[config.mk]
export PLATFORM = sky130hd
export DESIGN_NAME = vl_state_reg
export DESIGN_NICKNAME = d
export VERILOG_FILES = /design/src/rtl/vls_pkg.sv /design/src/rtl/vls_len_clamp.sv /design/src/rtl/vls_next.sv /design/src/rtl/vls_rd_mux.sv /design/src/rtl/vl_state_reg.sv
export SDC_FILE = /design/constraint.sdc
export NUM_CORES = 1
export LEC_CHECK = 0
export CORE_ASPECT_RATIO = 0.7
export CORE_UTILIZATION = 52
export CTS_BUF_LIST = sky130_fd_sc_hd__clkbuf_16
export DETAILED_ROUTE_END_ITERATION = 8
export PLACE_DENSITY = 0.83
export SYNTH_ARGS = -nofsm -noshare
export SYNTH_HDL_FRONTEND = slang
export SYNTH_SLANG_ARGS = --single-unit
[constraint.sdc]
create_clock -name clk_i -period 2.6 [get_ports clk_i]
set_input_delay 0.52 -clock clk_i [delete_from_list [all_inputs] [get_ports clk_i]]
set_output_delay 0.52 -clock clk_i [all_outputs]
set_load 0.03 [all_outputs]
[src/rtl/vls_pkg.sv]
package vls_pkg;
  localparam int XLEN    = 64;
  localparam int LEN_W   = $clog2(XLEN);
  localparam int SUB_W   = 2;
  localparam int STATE_W = 4 * LEN_W + 3 * SUB_W;

  typedef enum logic [1:0] {
    SEL_VL     = 2'd0,
    SEL_MVL    = 2'd1,
    SEL_STATE  = 2'd2,
    SEL_SHADOW = 2'd3
  } vls_sel_e;

  // Field order fixes the packed bit positions (MSB first).
  typedef struct packed {
    logic [SUB_W-1:0] dst_sub;
    logic [SUB_W-1:0] src_sub;
    logic [SUB_W-1:0] grp_m1;
    logic [LEN_W-1:0] dst_off;
    logic [LEN_W-1:0] src_off;
    logic [LEN_W-1:0] vl_m1;
    logic [LEN_W-1:0] mvl_m1;
  } vls_state_t;

  function automatic vls_state_t fit_vl(input vls_state_t s);
    vls_state_t r;
    r = s;
    if (s.vl_m1 > s.mvl_m1) r.vl_m1 = s.mvl_m1;
    return r;
  endfunction
endpackage

[src/rtl/vls_len_clamp.sv]
module vls_len_clamp #(
  parameter int XLEN  = 64,
  parameter int LEN_W = 6
) (
  input  logic [XLEN-1:0]  req_i,
  input  logic [LEN_W-1:0] limit_m1_i,
  output logic [LEN_W-1:0] len_m1_o
);
  logic [XLEN-1:0] req_m1;

  assign req_m1 = req_i - XLEN'(1);

  always_comb begin
    if (req_i == '0)
      len_m1_o = '0;
    else if (req_m1 > XLEN'(limit_m1_i))
      len_m1_o = limit_m1_i;
    else
      len_m1_o = req_m1[LEN_W-1:0];
  end
endmodule

[src/rtl/vls_next.sv]
module vls_next
  import vls_pkg::*;
#(
  parameter int XLEN = vls_pkg::XLEN
) (
  input  vls_state_t      state_i,
  input  vls_state_t      shadow_i,
  input  logic            swap_i,
  input  logic            wr_en_i,
  input  vls_sel_e        wr_sel_i,
  input  logic [XLEN-1:0] wr_data_i,
  input  logic [LEN_W-1:0] vl_req_m1_i,
  input  logic [LEN_W-1:0] mvl_req_m1_i,
  output vls_state_t      state_o,
  output vls_state_t      shadow_o
);
  vls_state_t raw;

  assign raw = fit_vl(vls_state_t'(wr_data_i[STATE_W-1:0]));

  always_comb begin
    state_o  = state_i;
    shadow_o = shadow_i;
    if (swap_i) begin
      state_o  = shadow_i;
      shadow_o = state_i;
    end else if (wr_en_i) begin
      unique case (wr_sel_i)
        SEL_VL:  state_o.vl_m1 = vl_req_m1_i;
        SEL_MVL: begin
          state_o.mvl_m1 = mvl_req_m1_i;
          if (state_i.vl_m1 > mvl_req_m1_i) state_o.vl_m1 = mvl_req_m1_i;
        end
        SEL_STATE:  state_o  = raw;
        SEL_SHADOW: shadow_o = raw;
        default: ;
      endcase
    end
  end
endmodule

[src/rtl/vls_rd_mux.sv]
module vls_rd_mux
  import vls_pkg::*;
#(
  parameter int XLEN = vls_pkg::XLEN
) (
  input  vls_state_t      state_i,
  input  vls_state_t      shadow_i,
  input  vls_sel_e        sel_i,
  output logic [XLEN-1:0] data_o
);
  logic [LEN_W:0] vl_len, mvl_len;

  assign vl_len  = {1'b0, state_i.vl_m1}  + (LEN_W+1)'(1);
  assign mvl_len = {1'b0, state_i.mvl_m1} + (LEN_W+1)'(1);

  always_comb begin
    unique case (sel_i)
      SEL_VL:     data_o = XLEN'(vl_len);
      SEL_MVL:    data_o = XLEN'(mvl_len);
      SEL_STATE:  data_o = XLEN'(state_i);
      SEL_SHADOW: data_o = XLEN'(shadow_i);
      default:    data_o = '0;
    endcase
  end
endmodule

[src/rtl/vl_state_reg.sv]
module vl_state_reg
  import vls_pkg::*;
(
  input  logic            clk_i,
  input  logic            rst_ni,
  input  logic            wr_en_i,
  input  logic [1:0]      wr_sel_i,
  input  logic [XLEN-1:0] wr_data_i,
  input  logic            trap_enter_i,
  input  logic            trap_return_i,
  input  logic [1:0]      rd_sel_i,
  output logic [XLEN-1:0] rd_data_o
);
  vls_state_t state_q, shadow_q, state_d, shadow_d;
  logic [LEN_W-1:0] vl_req_m1, mvl_req_m1;
  logic swap;
  vls_sel_e wsel;

  assign swap = trap_enter_i | trap_return_i;
  assign wsel = vls_sel_e'(wr_sel_i);

  vls_len_clamp #(.XLEN(XLEN), .LEN_W(LEN_W)) u_vl_clamp (
    .req_i      (wr_data_i),
    .limit_m1_i (state_q.mvl_m1),
    .len_m1_o   (vl_req_m1)
  );

  vls_len_clamp #(.XLEN(XLEN), .LEN_W(LEN_W)) u_mvl_clamp (
    .req_i      (wr_data_i),
    .limit_m1_i ({LEN_W{1'b1}}),
    .len_m1_o   (mvl_req_m1)
  );

  vls_next #(.XLEN(XLEN)) u_next (
    .state_i      (state_q),
    .shadow_i     (shadow_q),
    .swap_i       (swap),
    .wr_en_i      (wr_en_i),
    .wr_sel_i     (wsel),
    .wr_data_i    (wr_data_i),
    .vl_req_m1_i  (vl_req_m1),
    .mvl_req_m1_i (mvl_req_m1),
    .state_o      (state_d),
    .shadow_o     (shadow_d)
  );

  always_ff @(posedge clk_i or negedge rst_ni) begin
    if (!rst_ni) begin
      state_q  <= '0;
      shadow_q <= '0;
    end else begin
      state_q  <= state_d;
      shadow_q <= shadow_d;
    end
  end

  vls_rd_mux #(.XLEN(XLEN)) u_rd (
    .state_i  (state_q),
    .shadow_i (shadow_q),
    .sel_i    (vls_sel_e'(rd_sel_i)),
    .data_o   (rd_data_o)
  );


  vl_within_mvl_chk: assert property (@(posedge clk_i) disable iff (!rst_ni)
    state_q.vl_m1 <= state_q.mvl_m1);


  trap_swap_chk: assert property (@(posedge clk_i) disable iff (!rst_ni)
    swap |=> (state_q == $past(shadow_q)) && (shadow_q == $past(state_q)));


  vl_write_keeps_rest_chk: assert property (@(posedge clk_i) disable iff (!rst_ni)
    (wr_en_i && !swap && wsel == SEL_VL) |=>
      (state_q.mvl_m1 == $past(state_q.mvl_m1)) && (state_q.src_off == $past(state_q.src_off))
      && (state_q.dst_off == $past(state_q.dst_off)) && $stable(shadow_q));


  mvl_write_no_grow_chk: assert property (@(posedge clk_i) disable iff (!rst_ni)
    (wr_en_i && !swap && wsel == SEL_MVL) |=> state_q.vl_m1 <= $past(state_q.vl_m1));


  shadow_write_keeps_live_chk: assert property (@(posedge clk_i) disable iff (!rst_ni)
    (wr_en_i && !swap && wsel == SEL_SHADOW) |=> $stable(state_q));


  idle_hold_chk: assert property (@(posedge clk_i) disable iff (!rst_ni)
    (!wr_en_i && !swap) |=> $stable(state_q) && $stable(shadow_q));
endmodule

# Yosys cells after proc, flatten, opt, wreduce, memory -nomap -nowiden
# Index checks and enable logic that the tools add are counted.
totals:
  regBits: 60
  input_bits: 73
  out_inout_bits: 64
op_classes:
  n_addsub: 3
  order_cmp: 4
  eq_ne: 7
  muxes: 15
  bitwise: 1
  reduce_logical: 12
op_table:
  columns: ["operator", "count"]
  rows:
  - ["$pmux W64 S4", 1]
  - ["$mux W30", 5]
  - ["$gt A64 B6 Y1", 1]
  - ["$gt A64 B6 Y1 const B", 1]
  - ["$logic_not A64 Y1", 1]
  - ["$sub A64 B1 Y64 const B", 1]
  - ["$mux W6", 6]
  - ["$mux W18", 1]
  - ["$pmux W6 S3", 1]
  - ["$add A6 B1 Y7 const B", 2]
  - ["$gt A6 B6 Y1", 2]
  - ["$pmux W6 S2", 1]
  - ["$eq A2 B2 Y1 const B", 4]
  - ["$reduce_and A2 Y1", 3]
  - ["$reduce_bool A2 Y1", 3]
  - ["$eq A2 B1 Y1 const B", 2]
  - ["$logic_not A2 Y1", 2]
  - ["$reduce_bool A4 Y1", 1]
  - ["$ne A3 B2 Y1 const B", 1]
  - ["$reduce_and A3 Y1", 1]
  - ["$reduce_bool A3 Y1", 1]
  - ["$or A1 B1 Y1", 1]

# Logic depth before layout (Yosys ltp)
# Gate-level depths: netlist of run 1.
depth:
  depth_word: 9
  depth_mapped: 22

# Cells and area by module
# A second synthesis of run 1 with hierarchy kept.
unflattened:
  hier_cells: 870
  hier_area_um2: 6990.5
by_module_without_submodules:
  columns: ["mod", "instances", "cells_per_inst", "area_each_um2", "seq_area_each_um2"]
  rows:
  - ["vls_len_clamp", 2, 185, 1251.2, 0.0]
  - ["vls_next", 1, 305, 1945.6, 0.0]
  - ["vl_state_reg", 1, 62, 1511.4, 1501.4]
  - ["vls_rd_mux", 1, 133, 1031.0, 0.0]

# Worst setup path before layout of run 1
# Ideal clock, no wire load.
synth_path:
  path_kind: "input-to-reg"
  startpoint: "in wr_data_i[0]"
  endpoint: "reg state_q[6] (netlist bit)"
  setup_time_ps: 127
  arrival_time_ps: 4692
  setup_slack_ps: -2218
  cell_stages: 22
  n_path_buf: 2
  path_cell_list: "clkbuf_1 > inv_1 > ha_1 > nor3b_2 > and4b_1 > a21o_1 > a21bo_2 > or4_4 > nor4_4 > nand2_2 > o21a_1 > ha_1 > nor2b_1 > o21ai_0 > a21oi_1 > a211oi_1 > o21a_1 > o21ai_0 > clkbuf_1 > o2111ai_1 > o211ai_1 > o21ai_1"
synth_via:
  elab_chain_len: 8
  word_cells_on_any_way: 17
  cone_classes: "add/sub: 1; order compare: 4; eq/ne: 1; mux: 9; reduce/logical: 2"
synth_lines:
  columns: ["element", "line", "source"]
  rows:
  - ["from (decl)", "vl_state_reg.sv:8", "input logic [XLEN-1:0] wr_data_i,"]
  - ["branches (longest 8 deep; another with $sub A64 B1 Y64)", null, null]
  - ["to (signal assigned)", "vl_state_reg.sv:52", "state_q <= state_d;"]
  - ["to (decl)", "vl_state_reg.sv:14", "vls_state_t state_q, shadow_q, state_d, shadow_d;"]
# Parallel ways; which one is timed is not known. The select of a mux whose other input is x is not followed.
# A chain may end at the register's enable or synchronous reset.

# Worst setup path after layout of run 1
layout_path:
  startpoint: "in wr_data_i[22]"
  endpoint: "reg state_q[8] (netlist bit)"
# Same word-level chain as after synthesis.

==> out/qor.yml, run 1 <==
skew_ps: 10.3
fp.coreArea_mm2: 0.0106
yosysWarnings: 0
cts_tree: "yes"
hpwl_um: 17000
clk_path_buf_depth: 2
synth-seq-area-share_pct: 25.7
setup_viol: 17
critPathRequiredTime_ps: 2840
grt_setup_unrepaired: "true"
cp-end-kind: "flop"
synth_area_mm2: 0.00583
r2r_start: "state_q[1]"
dr_total_vias: 8547
avgSynthCellArea_um2: 8.00
fin_crit_sh_pct: 179
path_max_fanout: 8
p_leak_nw: 4.60
synth_ff_type: "dfrtp_1"
drc_errors: 87
vdd_ir_drop_max_mv: 0.450
violations: "DRC, setup timing"
synth-seq-cells: 60
dieArea_mm2: 0.0117
status: "complete, but fails checks"
viasPerCell: 7.18
final_cells: 1191
htree_levels: 3
fin_util_pct: 92.0
hold_path_class: "in -> async"
wl_per_cell_um: 27.1
drive_above_1_share_pct: 41.4
place_ws_ps: -2500
dpl_cell_area_mm2: 0.00815
stdcell_area_mm2: 0.00978
syn_inst: 729
wl_um: 32300
relSlewSlack_pct: 52.3
n_fill_cell: 399
start_util_pct: 54.9
port_buffers: 102
grt_pass1_wl_um: 40800
gp_congestion: 0.955
cts-root-buf: "clkbuf_16"
clock-sinks: 60
ys_async_sr_fraction_pct: 100
r2r_cells: 9
worstMarginPinSlew_ps: 714
fin_tns_setup_ps: -17200
die_w_um: 129
drt_first_pass_iters: 9
clkLatencyLatePin_ps: 350
startpoint_type: "input port"
holdWs_ps: 178
period_needed_ps: 4650
drv_slew: 0
power.total_mw: 4.98
dp_cells: 1100
antenna_left: 0
grt.total_usage_pct: 45.7
path_clk_slew_ps: 60
antennaDiodeCount: 0
yosysUniqueCellTypes: 61
maxCapViolCount: 0
grt-ovfl-total: 0
cts_inserted_buffers: 9
crit_arrival_ps: 4880
area_growth_pct: 67.6
hold_viol_final: 0
die_h_um: 90.6
max_freq_ghz: 0.215
nNetsFinal: 1136
setup_slack_ps: -2050
io_pins: 137
worstSetupStartpoint: "wr_data_i[22]"
cellPowerDensity_mw_per_mm2: 510
rows: 31
first_iter_violations: 1364
synth_edf_count: 0
antenna_found_initial: 2
grt_pass1_vias: 7505
crit_type: "in -> reg"
grt_max_degree: 48
[layout by cell type, fill, tap and decap left out, types with 10 or more instances in the layout]
cell type and n:
dlymetal6s2s_1 13, nor4_2 11, dfrtp_1 57, buf_6 26, nand4_1 18, xnor2_1 13
clkdlybuf4s50_1 31, inv_1 20, buf_12 13, a21oi_1 19, nand3_1 19, mux2i_1 73
nor2_1 27, conb_1 34, buf_4 232, nand2_1 76, clkbuf_16 10, nor2b_1 28
ha_1 18, o21ai_0 56, nor3_1 12
[cell type report]
cell class              count  area (um2)  share of cell area (%)
well taps                 148         185                    1.89
inverters                  25         101                    1.04
multi-input cells         602        4710                    48.2
repair buffers            340        2960                    30.3
clock inverters             7        82.6                   0.845
flip-flops and latches     60        1510                    15.4
clock buffers               9         225                    2.30
[cell usage after synthesis, drive strengths merged (2+ instances only)]
master,number,area [um2]
o32ai,8,70.1
a21oi,25,125
buf,44,303
nand3,25,130
mux2,7,78.8
o211ai,2,15.0
or3,8,50.1
o31a,2,17.5
a221oi,6,52.6
nand2b,5,31.3
a211oi,5,37.5
and2,7,43.8
o2111ai,5,43.8
xor2,2,17.5
nand2,84,318
nor3,22,110
or2,3,18.8
and4b,2,20.0
mux2i,73,731
inv,25,93.8
o22ai,7,43.8
nor2b,29,181
a21o,4,30.0
clkbuf,31,116
xnor2,13,114
o21a,5,37.5
a31oi,2,12.5
o221ai,9,78.8
dfrtp,60,1500
nor2,34,128
o21ai,67,335
ha,25,313
nand4,18,113
o31ai,11,82.6
nor4,25,190
nor4b,3,32.5
or4,12,97.6
[per-layer routing]
layer | wire [um] | GRT usage [%]
met5 | 23 | 0
met4 | 3340 | 25.0
met3 | 4600 | 12.4
met2 | 13600 | 71.7
met1 | 10700 | 56.8
[final timing paths]
check,endpoint,slack (ps)
min in group clk_i,state_q[13],540
min reg2reg,state_q[13],540
min,shadow_q[4],180
max reg2reg,state_q[11],-40
max in group asynchronous,state_q[23],1790
max,state_q[8],-2050
[flip-flops by register name, indices dropped and copies added, names as in the netlist]
name,count
state_q,30
shadow_q,30
[worst max-delay path: stages]
cell and delay (ps):
buf_2 140, nor4_4 320, buf_4 180, nand4b_1 160
buf_4 190, buf_2 170, or4_1 600, o31ai_2 90
nand4_1 200, nor4_4 300, buf_6 170, nand2_2 60
o21a_1 210, ha_2 170, nor2b_1 140, o21ai_1 90
a21oi_2 140, a211oi_2 50, o21a_1 200, o21ai_4 210
buf_6 180, o22ai_2 90, o32ai_2 270
[repair_timing]
action	in CTS	in global routing
buffers inserted	49	28
setup endpoints to repair	24	22
pin swaps	45	52
resized for setup	127	115
hold buffers	0	0
gates cloned	1	0
[logic make-up (layout without fill, tap and decap cells)]
logic type      count (synthesis)  in the layout  share of synthesized area (%)
xor+xnor                       15             15                           2.25
compound gates                165            165                           17.9
other cells                     1             34                         0.0643
mux                            80             80                           13.9
fa+ha+maj                      25             25                           5.36
simple gates                  283            283                           26.0
flops                          60             60                           25.7
buf+inv                       100            381                           8.79
[power by group]
part	internal, mW	leakage (nW)	total [mW]	switching (mW)
Sequential	1.14	0.732	1.49	0.351
Combinational	0.968	3.72	2.22	1.25
Clock	0.759	0.145	1.27	0.515
No activity file was read; power rests on OpenSTA's default activity.
==> run 2: changes to the inputs <==
--- a/config.mk
+++ b/config.mk
@@ -6,6 +6,7 @@
 export NUM_CORES = 1
 export LEC_CHECK = 0
 export CORE_ASPECT_RATIO = 0.7
+export CORE_MARGIN = 2
 export CORE_UTILIZATION = 52
 export CTS_BUF_LIST = sky130_fd_sc_hd__clkbuf_16
 export DETAILED_ROUTE_END_ITERATION = 8
==> run 2 against run 1 <==
Against the previous run:
- the flow finishes with violations (setup timing)
- via count down 7.7%
- non-clock buffer count fell by 4
- fmax decreased by 1.3%
- critical path type unchanged
- hold slack got worse by 110 ps
- global-route usage fell by 4.9 points
- clock skew down 0.88 ps
==> out/qor.yml, run 2 (synthesized netlist as in run 1, its figures left out) <==
relSlewSlack_pct: 46.3
grt-ovfl-total: 0
cp-end-kind: "flop"
violations: "setup timing"
area_growth_pct: 66.4
antenna_left: 0
htree_levels: 3
antennaDiodeCount: 0
die_w_um: 131
p_leak_nw: 4.56
hold_path_class: "in -> async"
io_pins: 137
critPathRequiredTime_ps: 2810
crit_buf_inv: 4
setup_slack_ps: -2110
slowest_delay_ps: 550
top_regs: "shadow_q (30), state_q (30)"
r2r_cells: 9
r2r_setup_slack_ps: 60
status: "complete, but fails checks"
dp_cells: 1120
start_util_pct: 53.2
final_cells: 1192
worstMarginPinSlew_ps: 803
cts_inserted_buffers: 9
viasPerCell: 6.62
hold_viol_final: 0
startpoint_type: "input port"
place_ws_ps: -2500
cp_common_cell: "buf_4"
hold_buffers: 0
power.total_mw: 4.65
r2r_start: "state_q[10]"
antenna_found_initial: 0
wl_per_cell_um: 23.8
fin_util_pct: 88.5
clk_path_buf_depth: 2
skew_ps: 9.41
fin_crit_sh_pct: 181
drive_above_1_share_pct: 42.9
clkLatencyLatePin_ps: 350
dieArea_mm2: 0.0121
die_h_um: 92.6
nNetsFinal: 1132
crit_arrival_ps: 4920
drc_errors: 0
drt_first_pass_iters: 7
vdd_ir_drop_max_mv: 0.398
first_iter_violations: 1173
crit_type: "in -> reg"
cts-root-buf: "clkbuf_16"
grt_pass1_vias: 7431
cts_tree: "yes"
path_max_fanout: 6
wl_um: 28400
gp_congestion: 1.00
maxCapViolCount: 0
clock-sinks: 60
critical_path.top_delay_family: "simple AND/OR/NAND/NOR gates"
grt_setup_unrepaired: "true"
rows: 32
grt_pass1_wl_um: 37900
mostFrequentLayoutCells: "buf_4 (222), nand2_1 (77), mux2i_1 (72)"
path_cells: "clkdlybuf4s50_1 -> nor4_1 -> buf_4 -> nand4_1 -> nor3_2 -> o2111ai_1 -> or4_4 -> nor4_4 -> buf_4 -> buf_12 -> nand3_2 -> nand2_2 -> ha_4 -> nor2b_1 -> o21ai_1 -> a21oi_1 -> a211oi_1 -> o21a_1 -> o21ai_4 -> nand2_4 -> a221oi_2 -> o32ai_2"
r2r-end: "state_q[8]"
path_clk_slew_ps: 60
max_freq_ghz: 0.212
port_buffers: 102
period_needed_ps: 4710
setup_viol: 14
fp.coreArea_mm2: 0.0110
crit_slowest_cell: "or4_4"
dr_total_vias: 7891
grt_max_degree: 48
holdWs_ps: 65.8
grt.total_usage_pct: 40.7
hpwl_um: 17000
layout_commonest_cell: "buf_4"
cellPowerDensity_mw_per_mm2: 479
drv_slew: 0
## run 2: report_power, final
group	internal, mW	total [mW]	leakage, nW	switching, mW
clock	0.649	1.14	0.134	0.494
sequential	1.14	1.43	0.732	0.291
combinational	0.926	2.08	3.69	1.15
total	2.71	4.65	4.56	1.94
## run 2: layout make-up
cell class                 instances  area [um2]
clock buffer                       9         225
timing repair buffer             336        2860
clock inverter                     7        51.3
multi-input combinational        602        4770
inverter                          25         101
sequential                        60        1510
fill                             535        1260
tap                              153         191
## run 2: worst max path at each step
stage | startpoint | to | slack [ps] | depth (start not counted)
2_1_floorplan | wr_data_i[0] | state_q[6] | -1650 | 22
3_3_place_gp | wr_data_i[15] | state_q[11] | -2420 | 24
3_5_place_dp | wr_data_i[15] | state_q[11] | -2500 | 24
4_1_cts | wr_data_i[0] | state_q[6] | -1660 | 25
5_1_grt | wr_data_i[40] | state_q[9] | -2210 | 21
6_report | wr_data_i[45] | state_q[8] | -2110 | 22
## run 2: timing repair
| item | CTS | global route |
|---|---|---|
| buffers inserted | 33 | 29 |
| pin swaps | 51 | 46 |
| endpoints found under the setup margin | 25 | 23 |
| resized for setup | 182 | 115 |
| gates cloned | 2 | 0 |
## run 2: per-stage QoR
| stage | setup TNS (ps) | cell area (um2) |
|---|---|---|
| 2_1_floorplan | -11150 | 6090 |
| 3_3_place_gp | -28170 | 8220 |
| 3_5_place_dp | -29600 | 8220 |
| 4_1_cts | -12110 | 9120 |
| 5_1_grt | -18150 | 9710 |
| 6_report | -16910 | 9710 |
## run 2: layer usage
metal	vias up	share of wire [%]	GRT usage [%]	wire [um]
li1	3243	-	-	-
met1	3678	35	49.8	10000
met2	717	45	67.0	12900
met5	-	0	0	0
met4	0	8.3	21.0	2350
met3	253	11	9.47	3140
